**src/rtl/clk_health_mon_pkg.sv**
```systemverilog
package clk_health_mon_pkg;

    typedef enum logic [1:0] {
        ST_PAUSED,
        ST_CAL,
        ST_LOCKED,
        ST_UNLOCKED
    } lock_state_e;

    localparam logic [1:0] ADDR_STATUS = 2'd0;
    localparam logic [1:0] ADDR_STICKY = 2'd1;
    localparam logic [1:0] ADDR_MASK   = 2'd2;
    localparam logic [1:0] ADDR_CTRL   = 2'd3;

    localparam int FLAG_LOL      = 0;
    localparam int FLAG_CAL      = 1;
    localparam int FLAG_EXT_LOS  = 2;
    localparam int FLAG_XTAL_LOS = 3;
    localparam int NUM_FLAGS     = 4;

    localparam int CTRL_PAUSE = 0;
    localparam int CTRL_SRC   = 1;
    localparam int CTRL_SRST  = 2;

endpackage

```
**src/rtl/cm_edge_sync.sv**
```systemverilog
module cm_edge_sync #(
    parameter int LANES = 3
) (
    input  logic             clk,
    input  logic             rst_n,
    input  logic [LANES-1:0] async_i,
    output logic [LANES-1:0] rise_o
);
    // Two synchronizer stages plus one history stage per lane.
    for (genvar g = 0; g < LANES; g++) begin : g_lane
        logic [2:0] shift_q;
        always_ff @(posedge clk) begin
            if (!rst_n) shift_q <= '0;
            else        shift_q <= {shift_q[1:0], async_i[g]};
        end
        assign rise_o[g] = shift_q[1] & ~shift_q[2];
    end
endmodule

```
**src/rtl/cm_activity_det.sv**
```systemverilog
module cm_activity_det #(
    parameter int LOS_CYC = 300
) (
    input  logic clk,
    input  logic rst_n,
    input  logic rise_i,
    output logic los_o
);
    localparam int CW = $clog2(LOS_CYC + 1);
    typedef logic [CW-1:0] cnt_t;
    localparam cnt_t LIMIT = cnt_t'(LOS_CYC);

    cnt_t idle_q;

    always_ff @(posedge clk) begin
        if (!rst_n) begin
            idle_q <= '0;
            los_o  <= 1'b0;
        end else if (rise_i) begin
            idle_q <= '0;
            los_o  <= 1'b0;
        end else if (idle_q == LIMIT) begin
            los_o  <= 1'b1;
        end else begin
            idle_q <= idle_q + cnt_t'(1);
        end
    end

    AST_LOS_DROPS_ON_EDGE: assert property (@(posedge clk) disable iff (!rst_n)
        rise_i |=> !los_o);
endmodule

```
**src/rtl/cm_freq_cmp.sv**
```systemverilog
module cm_freq_cmp #(
    parameter int WIN_LOG2 = 16,
    parameter int LOL_PPM  = 1000
) (
    input  logic clk,
    input  logic rst_n,
    input  logic clear_i,
    input  logic ref_rise_i,
    input  logic fb_rise_i,
    output logic done_o,
    output logic bad_o
);
    localparam int CW = WIN_LOG2 + 2;
    typedef logic [WIN_LOG2-1:0] rcnt_t;
    typedef logic [CW-1:0]       fcnt_t;
    localparam longint unsigned THR_L =
        ((64'd1 << WIN_LOG2) * 64'(LOL_PPM)) / 64'd1000000;
    localparam fcnt_t THR  = fcnt_t'(THR_L);
    localparam fcnt_t FULL = fcnt_t'(1) << WIN_LOG2;

    rcnt_t ref_q;
    fcnt_t fb_q;
    fcnt_t fb_tot;
    fcnt_t diff;
    logic  last;

    always_comb begin
        fb_tot = fb_q + fcnt_t'(fb_rise_i);
        diff   = (fb_tot >= FULL) ? (fb_tot - FULL) : (FULL - fb_tot);
        last   = ref_rise_i && (ref_q == '1);
    end

    always_ff @(posedge clk) begin
        if (!rst_n || clear_i) begin
            ref_q  <= '0;
            fb_q   <= '0;
            done_o <= 1'b0;
            bad_o  <= 1'b0;
        end else begin
            done_o <= last;
            bad_o  <= last && (diff > THR);
            if (last) begin
                ref_q <= '0;
                fb_q  <= '0;
            end else begin
                ref_q <= ref_q + rcnt_t'(ref_rise_i);
                if (fb_q != '1) fb_q <= fb_tot;
            end
        end
    end

    AST_WINDOW_NOT_BACK_TO_BACK: assert property (@(posedge clk) disable iff (!rst_n)
        done_o |=> !done_o);
endmodule

```
**src/rtl/cm_lock_fsm.sv**
```systemverilog
module cm_lock_fsm
    import clk_health_mon_pkg::*;
#(
    parameter int CALW_W = 4
) (
    input  logic              clk,
    input  logic              rst_n,
    input  logic              pause_i,
    input  logic              soft_rst_i,
    input  logic              win_done_i,
    input  logic              win_bad_i,
    input  logic              ref_los_i,
    input  logic [CALW_W-1:0] cal_win_i,
    output logic              lol_o,
    output logic              cal_o
);
    lock_state_e        state_q, state_d;
    logic [CALW_W-1:0]  good_q;
    logic [CALW_W:0]    good_next;
    logic [CALW_W:0]    need;
    logic               good_hit, bad_hit;

    always_comb begin
        good_hit  = win_done_i && !win_bad_i;
        bad_hit   = win_done_i &&  win_bad_i;
        good_next = {1'b0, good_q} + {{CALW_W{1'b0}}, 1'b1};
        need      = (cal_win_i == '0) ? {{CALW_W{1'b0}}, 1'b1} : {1'b0, cal_win_i};
    end

    always_comb begin
        state_d = state_q;
        if (pause_i) begin
            state_d = ST_PAUSED;
        end else if (soft_rst_i) begin
            state_d = ST_CAL;
        end else begin
            unique case (state_q)
                ST_PAUSED:   state_d = ST_CAL;
                ST_CAL:      if (good_hit && (good_next >= need)) state_d = ST_LOCKED;
                ST_LOCKED:   if (bad_hit || ref_los_i)            state_d = ST_UNLOCKED;
                ST_UNLOCKED: if (good_hit)                        state_d = ST_CAL;
                default:     state_d = ST_CAL;
            endcase
        end
    end

    always_ff @(posedge clk) begin
        if (!rst_n) begin
            state_q <= ST_CAL;
            good_q  <= '0;
        end else begin
            state_q <= state_d;
            if (state_q != ST_CAL || state_d != ST_CAL || bad_hit) good_q <= '0;
            else if (good_hit)                                     good_q <= good_next[CALW_W-1:0];
        end
    end

    always_comb begin
        lol_o = (state_q == ST_UNLOCKED);
        cal_o = (state_q == ST_CAL);
    end

    AST_PAUSE_HOLDS_LOL_LOW: assert property (@(posedge clk) disable iff (!rst_n)
        pause_i |=> !lol_o);
    AST_LOL_HAS_CAUSE: assert property (@(posedge clk) disable iff (!rst_n)
        $rose(lol_o) |-> ($past(win_done_i && win_bad_i) || $past(ref_los_i)));
    AST_SOFT_RST_TO_CAL: assert property (@(posedge clk) disable iff (!rst_n)
        (soft_rst_i && !pause_i) |=> cal_o);
endmodule

```
**src/rtl/cm_status_regs.sv**
```systemverilog
module cm_status_regs
    import clk_health_mon_pkg::*;
#(
    parameter int CALW_W   = 4,
    parameter int CALW_RST = 2
) (
    input  logic                 clk,
    input  logic                 rst_n,
    input  logic [NUM_FLAGS-1:0] live_i,
    input  logic                 wr_i,
    input  logic [1:0]           addr_i,
    input  logic [7:0]           wdata_i,
    output logic [7:0]           rdata_o,
    output logic                 irq_o,
    output logic                 pause_o,
    output logic                 src_ext_o,
    output logic                 soft_rst_o,
    output logic [CALW_W-1:0]    cal_win_o
);
    logic [NUM_FLAGS-1:0] sticky_q;
    logic [NUM_FLAGS-1:0] mask_q;
    logic [NUM_FLAGS-1:0] w1c;

    always_comb begin
        w1c        = (wr_i && addr_i == ADDR_STICKY) ? wdata_i[NUM_FLAGS-1:0] : '0;
        soft_rst_o = wr_i && (addr_i == ADDR_CTRL) && wdata_i[CTRL_SRST];
        irq_o      = |(sticky_q & ~mask_q);
    end

    always_ff @(posedge clk) begin
        if (!rst_n) begin
            sticky_q  <= '0;
            mask_q    <= '1;
            pause_o   <= 1'b0;
            src_ext_o <= 1'b0;
            cal_win_o <= CALW_W'(CALW_RST);
        end else begin
            sticky_q <= (sticky_q & ~w1c) | live_i;
            if (wr_i && addr_i == ADDR_MASK) mask_q <= wdata_i[NUM_FLAGS-1:0];
            if (wr_i && addr_i == ADDR_CTRL) begin
                pause_o   <= wdata_i[CTRL_PAUSE];
                src_ext_o <= wdata_i[CTRL_SRC];
                cal_win_o <= wdata_i[7:8-CALW_W];
            end
        end
    end

    always_comb begin
        rdata_o = '0;
        unique case (addr_i)
            ADDR_STATUS: begin
                rdata_o[NUM_FLAGS-1:0] = live_i;
                rdata_o[7]             = irq_o;
            end
            ADDR_STICKY: rdata_o[NUM_FLAGS-1:0] = sticky_q;
            ADDR_MASK:   rdata_o[NUM_FLAGS-1:0] = mask_q;
            ADDR_CTRL: begin
                rdata_o[CTRL_PAUSE] = pause_o;
                rdata_o[CTRL_SRC]   = src_ext_o;
                rdata_o[7:8-CALW_W] = cal_win_o;
            end
            default: rdata_o = '0;
        endcase
    end

    AST_STICKY_CATCHES_LIVE: assert property (@(posedge clk) disable iff (!rst_n)
        (|live_i) |=> ((sticky_q & $past(live_i)) == $past(live_i)));
endmodule

```
**src/rtl/clk_health_mon.sv**
```systemverilog
module clk_health_mon
    import clk_health_mon_pkg::*;
#(
    parameter int WIN_LOG2 = 16,
    parameter int LOL_PPM  = 1000,
    parameter int LOS_CYC  = 300,
    parameter int CALW_RST = 2
) (
    input  logic       clk,
    input  logic       rst_n,
    input  logic       xtal_clk_i,
    input  logic       ext_clk_i,
    input  logic       fb_clk_i,
    input  logic       bus_wr_i,
    input  logic [1:0] bus_addr_i,
    input  logic [7:0] bus_wdata_i,
    output logic [7:0] bus_rdata_o,
    output logic       irq_pull_low_o
);
    localparam int CALW_W   = 4;
    localparam int LANE_XT  = 0;
    localparam int LANE_EX  = 1;
    localparam int LANE_FB  = 2;
    localparam int N_LANES  = 3;
    localparam int N_LOS    = 2;

    logic [N_LANES-1:0]   rise;
    logic [N_LOS-1:0]     los;
    logic                 ref_rise, ref_los;
    logic                 win_done, win_bad;
    logic                 lol, cal;
    logic                 pause, src_ext, soft_rst;
    logic [CALW_W-1:0]    cal_win;
    logic [NUM_FLAGS-1:0] live;

    cm_edge_sync #(.LANES(N_LANES)) u_sync (
        .clk     (clk),
        .rst_n   (rst_n),
        .async_i ({fb_clk_i, ext_clk_i, xtal_clk_i}),
        .rise_o  (rise)
    );

    for (genvar g = 0; g < N_LOS; g++) begin : g_los
        cm_activity_det #(.LOS_CYC(LOS_CYC)) u_act (
            .clk    (clk),
            .rst_n  (rst_n),
            .rise_i (rise[g]),
            .los_o  (los[g])
        );
    end

    always_comb begin
        ref_rise = src_ext ? rise[LANE_EX] : rise[LANE_XT];
        ref_los  = src_ext ? los[LANE_EX]  : los[LANE_XT];
        live                = '0;
        live[FLAG_LOL]      = lol;
        live[FLAG_CAL]      = cal;
        live[FLAG_EXT_LOS]  = los[LANE_EX];
        live[FLAG_XTAL_LOS] = los[LANE_XT];
    end

    cm_freq_cmp #(.WIN_LOG2(WIN_LOG2), .LOL_PPM(LOL_PPM)) u_cmp (
        .clk        (clk),
        .rst_n      (rst_n),
        .clear_i    (pause | soft_rst),
        .ref_rise_i (ref_rise),
        .fb_rise_i  (rise[LANE_FB]),
        .done_o     (win_done),
        .bad_o      (win_bad)
    );

    cm_lock_fsm #(.CALW_W(CALW_W)) u_fsm (
        .clk        (clk),
        .rst_n      (rst_n),
        .pause_i    (pause),
        .soft_rst_i (soft_rst),
        .win_done_i (win_done),
        .win_bad_i  (win_bad),
        .ref_los_i  (ref_los),
        .cal_win_i  (cal_win),
        .lol_o      (lol),
        .cal_o      (cal)
    );

    cm_status_regs #(.CALW_W(CALW_W), .CALW_RST(CALW_RST)) u_regs (
        .clk        (clk),
        .rst_n      (rst_n),
        .live_i     (live),
        .wr_i       (bus_wr_i),
        .addr_i     (bus_addr_i),
        .wdata_i    (bus_wdata_i),
        .rdata_o    (bus_rdata_o),
        .irq_o      (irq_pull_low_o),
        .pause_o    (pause),
        .src_ext_o  (src_ext),
        .soft_rst_o (soft_rst),
        .cal_win_o  (cal_win)
    );
endmodule

```
**config.mk**
```make
export PLATFORM = sky130hd
export DESIGN_NAME = clk_health_mon
export DESIGN_NICKNAME = d
export VERILOG_FILES = /design/src/rtl/clk_health_mon_pkg.sv /design/src/rtl/cm_edge_sync.sv /design/src/rtl/cm_activity_det.sv /design/src/rtl/cm_freq_cmp.sv /design/src/rtl/cm_lock_fsm.sv /design/src/rtl/cm_status_regs.sv /design/src/rtl/clk_health_mon.sv
export SDC_FILE = /design/constraint.sdc
export NUM_CORES = 1
export LEC_CHECK = 0
export BUFFER_PORTS_ARGS = -buffer_cell sky130_fd_sc_hd__buf_4
export CORE_AREA = 2 2 99 125
export CTS_CLUSTER_SIZE = 8
export DETAILED_ROUTE_END_ITERATION = 10
export DIE_AREA = 0 0 101 127
export PLACE_DENSITY = 0.66
export SLEW_MARGIN = 20
export SYNTH_ARGS = -nofsm -noshare
export SYNTH_HDL_FRONTEND = slang
export SYNTH_SLANG_ARGS = --single-unit
```
**constraint.sdc**
```tcl
create_clock -name clk -period 4.3 [get_ports clk]
set_input_delay 0.86 -clock clk [delete_from_list [all_inputs] [get_ports clk]]
set_output_delay 0.86 -clock clk [all_outputs]
set_load 0.02 [all_outputs]
```
# Word level (Yosys, flattened, before mapping)

Cells that the tools add are included.

Input bits: 16
Bits in read-only memories: 0
Register bits: 85
RAM bits: 0
Word-level logic and storage cells: 91
Memories kept: 0
Output and inout bits: 9
Latch bits: 0

Reduce and logical (&&, ||, !) cells: 23
Add/subtract/negate cells: 7
Bitwise gates (word level): 13
Shift operators: 0
Magnitude comparators: 3
Div/mod/pow operators: 0
Equal/unequal tests: 12
$mul: 0
Mux-type cells: 15

Operators with widths:

| operator                                                            | number |
|---|---|
| adder 18 x 1 -> 18 bit                                              | 1 |
| adder 9 x 1 -> 9 bit, second input constant                         | 2 |
| equality test 9 bit, second input constant                          | 2 |
| greater-or-equal comparator 18 x 17 -> 1 bit, second input constant | 1 |
| > comparator 18 x 7 -> 1 bit, second input constant                 | 1 |
| 2-to-1 mux 18 bit                                                   | 1 |
| != test 18 bit, second input constant                               | 1 |
| subtractor 17 x 18 -> 18 bit, first input constant                  | 1 |
| subtractor 18 x 17 -> 18 bit, second input constant                 | 1 |
| adder 16 x 1 -> 16 bit                                              | 1 |
| equality test 16 bit, second input constant                         | 1 |
| one-hot mux 2 bit (4 select lines)                                  | 2 |
| 2-to-1 mux 2 bit                                                    | 5 |
| logical AND 1 bit                                                   | 9 |
| bitwise AND 4 bit                                                   | 2 |
| equality test 2 bit, second input constant                          | 4 |
| 2-to-1 mux 4 bit                                                    | 2 |
| NOT 4 bit                                                           | 2 |
| OR reduction 2 bit                                                  | 4 |
| one-hot mux 2 bit (3 select lines)                                  | 1 |
| adder 4 x 1 -> 5 bit, second input constant                         | 1 |
| greater-or-equal comparator 5 bit                                   | 1 |
| equality test 2 x 1 -> 1 bit, second input constant                 | 2 |
| zero test 2 bit                                                     | 2 |
| 12 further kinds                                                    | 23 |

# Depth between registers and ports, before layout

Depth after elaboration: 12
Mapped depth: 13
Gate-level depth less buffers: 13

# Hierarchy

From an unflattened synthesis, not the netlist that was laid out.

Cell total of the unflattened synthesis: 557
Area total of the unflattened synthesis: 4807.1 um2

By module, submodules not included:

| module          | seq. area each (um2) | area each (um2) | instances | cells each |
|---|---|---|---|---|
| cm_freq_cmp     | 720.7                | 2243.4          | 1         | 267 |
| cm_activity_det | 200.2                | 515.5           | 2         | 59 |
| cm_status_regs  | 280.3                | 749.5           | 1         | 93 |
| cm_lock_fsm     | 120.1                | 499.2           | 1         | 55 |
| cm_edge_sync    | 180.2                | 255.2           | 1         | 21 |
| clk_health_mon  | 0.0                  | 28.8            | 1         | 3 |

# Least setup slack after synthesis

No wires, ideal clock.

Kind: reg-to-reg
Start point: reg u_sync.g_lane[2].shift_q[1]
End point: reg u_cmp.bad_o
Data arrival time: 2.888 ns
Data required time: 4.180 ns
Path buffers: 0
Library setup time: 0.120 ns
Path slack: 1.292 ns
Period minus slack after synthesis: 3.008 ns
Cell stages (with the launch flop): 14
Cells stage by stage: dfxtp_1 -> nor2b_1 -> ha_1 -> ha_1 -> inv_1 -> ha_1 -> o21ai_0 -> mux2_1 -> or3_1 -> a21oi_2 -> a22o_1 -> a21oi_1 -> or4b_1 -> o31a_1

Cells in the longest elaborated chain, start to end: 6
Elaborated cells between the ends (all ways): 8
Classes of those cells: 3 x add/sub; 2 x order compare; 1 x mux; 1 x bitwise; 1 x reduce/logical

RTL lines:

| element                                              | RTL line           | source |
|---|---|---|
| start: declaration                                   | cm_edge_sync.sv:11 | `logic [2:0] shift_q;` |
| start signal: assignment                             | cm_edge_sync.sv:14 | `else shift_q <= {shift_q[1:0], async_i[g]};` |
| bitwise AND 1 bit *                                  | cm_edge_sync.sv:16 | `assign rise_o[g] = shift_q[1] & ~shift_q[2];` |
| adder 18 x 1 -> 18 bit *                             | cm_freq_cmp.sv:28  | `fb_tot = fb_q + fcnt_t'(fb_rise_i);` |
| via u_cmp.fb_tot[1]                                  | cm_freq_cmp.sv:23  | `fcnt_t fb_tot;` |
| subtractor 17 x 18 -> 18 bit (tied with other cells) | cm_freq_cmp.sv:29  | `diff = (fb_tot >= FULL) ? (fb_tot - FULL) : (FULL - fb_tot);` |
| 2-to-1 mux 18 bit *                                  | cm_freq_cmp.sv:29  |  |
| > comparator 18 x 7 -> 1 bit *                       | cm_freq_cmp.sv:41  | `bad_o <= last && (diff > THR);` |
| logical AND 1 bit *                                  | cm_freq_cmp.sv:41  |  |
| end signal: assignment                               | cm_freq_cmp.sv:41  |  |
| end: declaration                                     | cm_freq_cmp.sv:11  | `output logic bad_o` |

Mark *: on every way through the listed nets, which the timed path passes. The rest lies on a longest branch.
A chain may end at the register's enable or synchronous reset.

# Worst setup path after layout

Ends and elaborated chain as after synthesis.

==> impl_metrics.toml <==
[outcome]
status = "completed"

[worst_setup_path]
path_class = "reg2reg"
critPathMaxFanout = 6
worstPathBufferInverterCount = 1
crit_top_cell = "ha_1"
arrival_ns = 3.58
endpoint_kind = "flip-flop"
cp_slowest_cell = "or4b_1"
cpLargestDelayFamily = "simple AND/OR/NAND/NOR gates"
rr_startpoint = "u_sync.g_lane[2].shift_q[1]"
setup.worst_path.start_class = "flip-flop"
crit_path_start = "u_sync.g_lane[2].shift_q[1]"
cp.required_ns = 4.52
crit_chain = "nor2b_1 -> ha_1 -> ha_1 -> inv_1 -> ha_1 -> o21ai_0 -> mux2_1 -> or3_1 -> a21oi_2 -> a22o_1 -> a21oi_1 -> or4b_1 -> o31a_1"
crit_path_max_incr_delay_ns = 0.51

[place]
dp_hpwl_um = 7000
place_area_um2 = 4840
place_ws_ns = 1.01
portBuffers = 24
gp_congestion = 0.957

[power_and_ir_drop]
switchingPower_uw = 411
pwr-share-comb_pct = 7.2
clkPwrFrac_pct = 48.7
switching_share_pct = 22.4
ir_worst_vdd_v = 0.000248
power_density_nw_per_um2 = 355
p_int_mw = 1.43
pwr-share-seq_pct = 44.1
p_leak_nw = 2.10

[synthesis]
synth_edf_count = 0
synth_area_leader_cell = "dfxtp_1"
yosysMostFrequentCell = "dfxtp_1"
synthCells = 539
synth_top_flop_cell = "dfxtp_1"
netlist_area_um2 = 4570
synth_cell_type_count = 66
synthArstFlopShare_pct = 0
syn_nets = 575
yosys.area.top_type_share_pct = 37.3
ys_top_cells_by_count = "85 x dfxtp_1, 63 x nor2_1, 49 x nand2_1, 37 x nand3_1, 36 x a21oi_1"
synthTopCellsByArea = "dfxtp_1 37%, ha_1 5.5%, xor2_1 5.4%"
ys_seq_area_share_pct = 37.3
synth.avg_cell_area_um2 = 8.47
ys_ff_latch = 85
yosysWarnings = 0

[min_path]
hold_start = "u_sync.g_lane[0].shift_q[0]"
worst_hold_path_type = "reg2reg"

[clocking]
cts_resized = 0
htreeDepth = 3
cts_tree = "built"
cts_buffers = 9
clock_latency_ns = 0.34
cts-root-buf = "clkbuf_16"
post_cts_buffers = 0
cts_sinks = 85
clk_pin_slew_ns = 0.06
cts_buffer_depth = 2
hold_buffers = 0

[routing]
first_pass_iters = 6
detail_route.wl_per_cell_um = 13.8
routed_wl_um = 9630
final_antenna_net_count = 0
drc = 0
drtIter0Drc = 196
vias_per_cell = 5.36
vias = 3735

[timing]
fin_crit_ns = 3.36
skew_ns = 0.00593
relSlewSlack_pct = 53.2
fin_setup_tns_ns = 0
max_freq_ghz = 0.298
rsz0062_at_grt = "false"
tightest_slew_ns = 0.697
finalHoldViolCount = 0
hold-worst-slack_ns = 0.433
min_period_over_period_pct = 78.1
slew_violations = 0
setup_viol = 0
setup_ws_ns = 0.942

[final_layout]
n_antenna_cell = 0
nFillCells = 1128
synthToLayoutAreaGrowth_pct = 13.5
layout.nets = 590
final_area_um2 = 5180
drive_gt1_share_pct = 12.0

[die]
dieArea_um2 = 12800
initial_utilization_pct = 39.5
rows = 44
die_w_um = 101
dieHeight_um = 127
ios = 25
core_area_um2 = 11600

[grt]
grt_use_total_pct = 16.0
grt_pass1_wl_um = 16700
grt_max_degree = 30
grt_pass1_vias = 3706
grt_overflow = 0
antenna_found_initial = 0

[flow_run]
max_cap_viol_count = 0
-- power groups by stage --
| stage | sequential, mW | combinational (mW) | clock [mW] |
|---|---|---|---|
| floorplan | 0.827 | 0.0915 | 0 |
| global placement | 0.829 | 0.129 | 0 |
| detailed placement | 0.830 | 0.132 | 0 |
| CTS | 0.812 | 0.133 | 0.910 |
| global route | 0.813 | 0.148 | 0.939 |
| finish | 0.812 | 0.132 | 0.896 |
-- stage by stage --
step / total power, mW / util, % / instances
after global placement: 0.958 / 41.8 / 681
final: 1.84 / 44.8 / 697
after CTS: 1.85 / 44.8 / 697
after floorplan: 0.918 / - / 539
after detailed placement: 0.962 / 41.8 / 681
after global routing: 1.90 / 44.8 / 697
-- layout by cell type, fill, tap and decap left out, types with 3 or more instances in the layout --
cell type	instances
inv_1	27
nand4b_1	4
and3_1	4
or3_1	4
nand3b_1	3
mux2i_1	6
a21boi_0	6
nor3_1	9
o21ai_0	10
bufinv_16	3
a222oi_1	4
xor2_1	28
buf_4	25
nand4_1	10
a31oi_1	7
a31o_2	4
a21oi_1	36
ha_1	20
and2_1	17
nand2b_1	6
nand3_1	37
dfxtp_1	85
nand2_1	49
nor4_1	4
xnor2_1	25
nor2b_1	5
nor2_1	63
clkbuf_16	9
-- final cells by class --
class                           instances  area, um^2  area share (%)
Clock buffer                            9         225            4.35
Clock inverter                          7         121            2.34
Inverter                               27         101            1.96
Multi-Input combinational cell        406        2670            51.6
Sequential cell                        85        1700            32.8
Tap cell                              138         173            3.33
Timing Repair Buffer                   25         188            3.62
-- worst register-to-register path, delay by kind of cell, from the launching register on --
kind / cells / cell delay [ns]
flip-flops: 1 / 0.32
AND/OR/NAND/NOR: 3 / 0.97
multiplexers: 1 / 0.31
adder cells (fa/ha/maj): 3 / 0.79
buffers and inverters: 1 / 0.14
AO/OA/AOI/OAI: 5 / 0.72
-- cells by family (layout without fill, tap and decap cells) --
group | after synthesis | in the layout | share of synthesized area [%]
AND/OR/NAND/NOR | 235 | 235 | 27.1
buffers and inverters | 48 | 68 | 4.60
XOR/XNOR | 55 | 55 | 11.1
adder cells (fa/ha/maj) | 20 | 20 | 5.48
flip-flops | 85 | 85 | 37.3
AO/OA/AOI/OAI | 89 | 89 | 12.8
multiplexers | 7 | 7 | 1.56
-- final timing paths --
check	depth (start not counted)	slack (ns)	endpoint
worst min-delay path	1	0.43	u_sync.g_lane[0].shift_q[1]
worst max-delay path	13	0.94	u_cmp.bad_o
worst max register to register	13	0.94	u_cmp.bad_o
worst min register to register	1	0.43	u_sync.g_lane[0].shift_q[1]
-- layer usage --
metal / part of all wire, % / vias up / track usage (%)
li1: - / 1900 / -
met1: 42 / 1746 / 18.7
met2: 52 / 65 / 28.1
met3: 2.8 / 24 / 2.41
met4: 3.0 / 0 / 8.43
met5: 0 / - / 0
-- sequential cells by signal, summed over array words and instances (netlist names), 4 cells and up --
signal                 count
u_cmp.fb_q                18
u_regs.cal_win_o           4
u_cmp.ref_q               16
u_fsm.good_q               4
u_regs.mask_q              4
u_regs.sticky_q            4
u_sync.g_lane.shift_q      9
g_los.u_act.idle_q        18
Note: power is estimated with default switching activity, not from simulation.
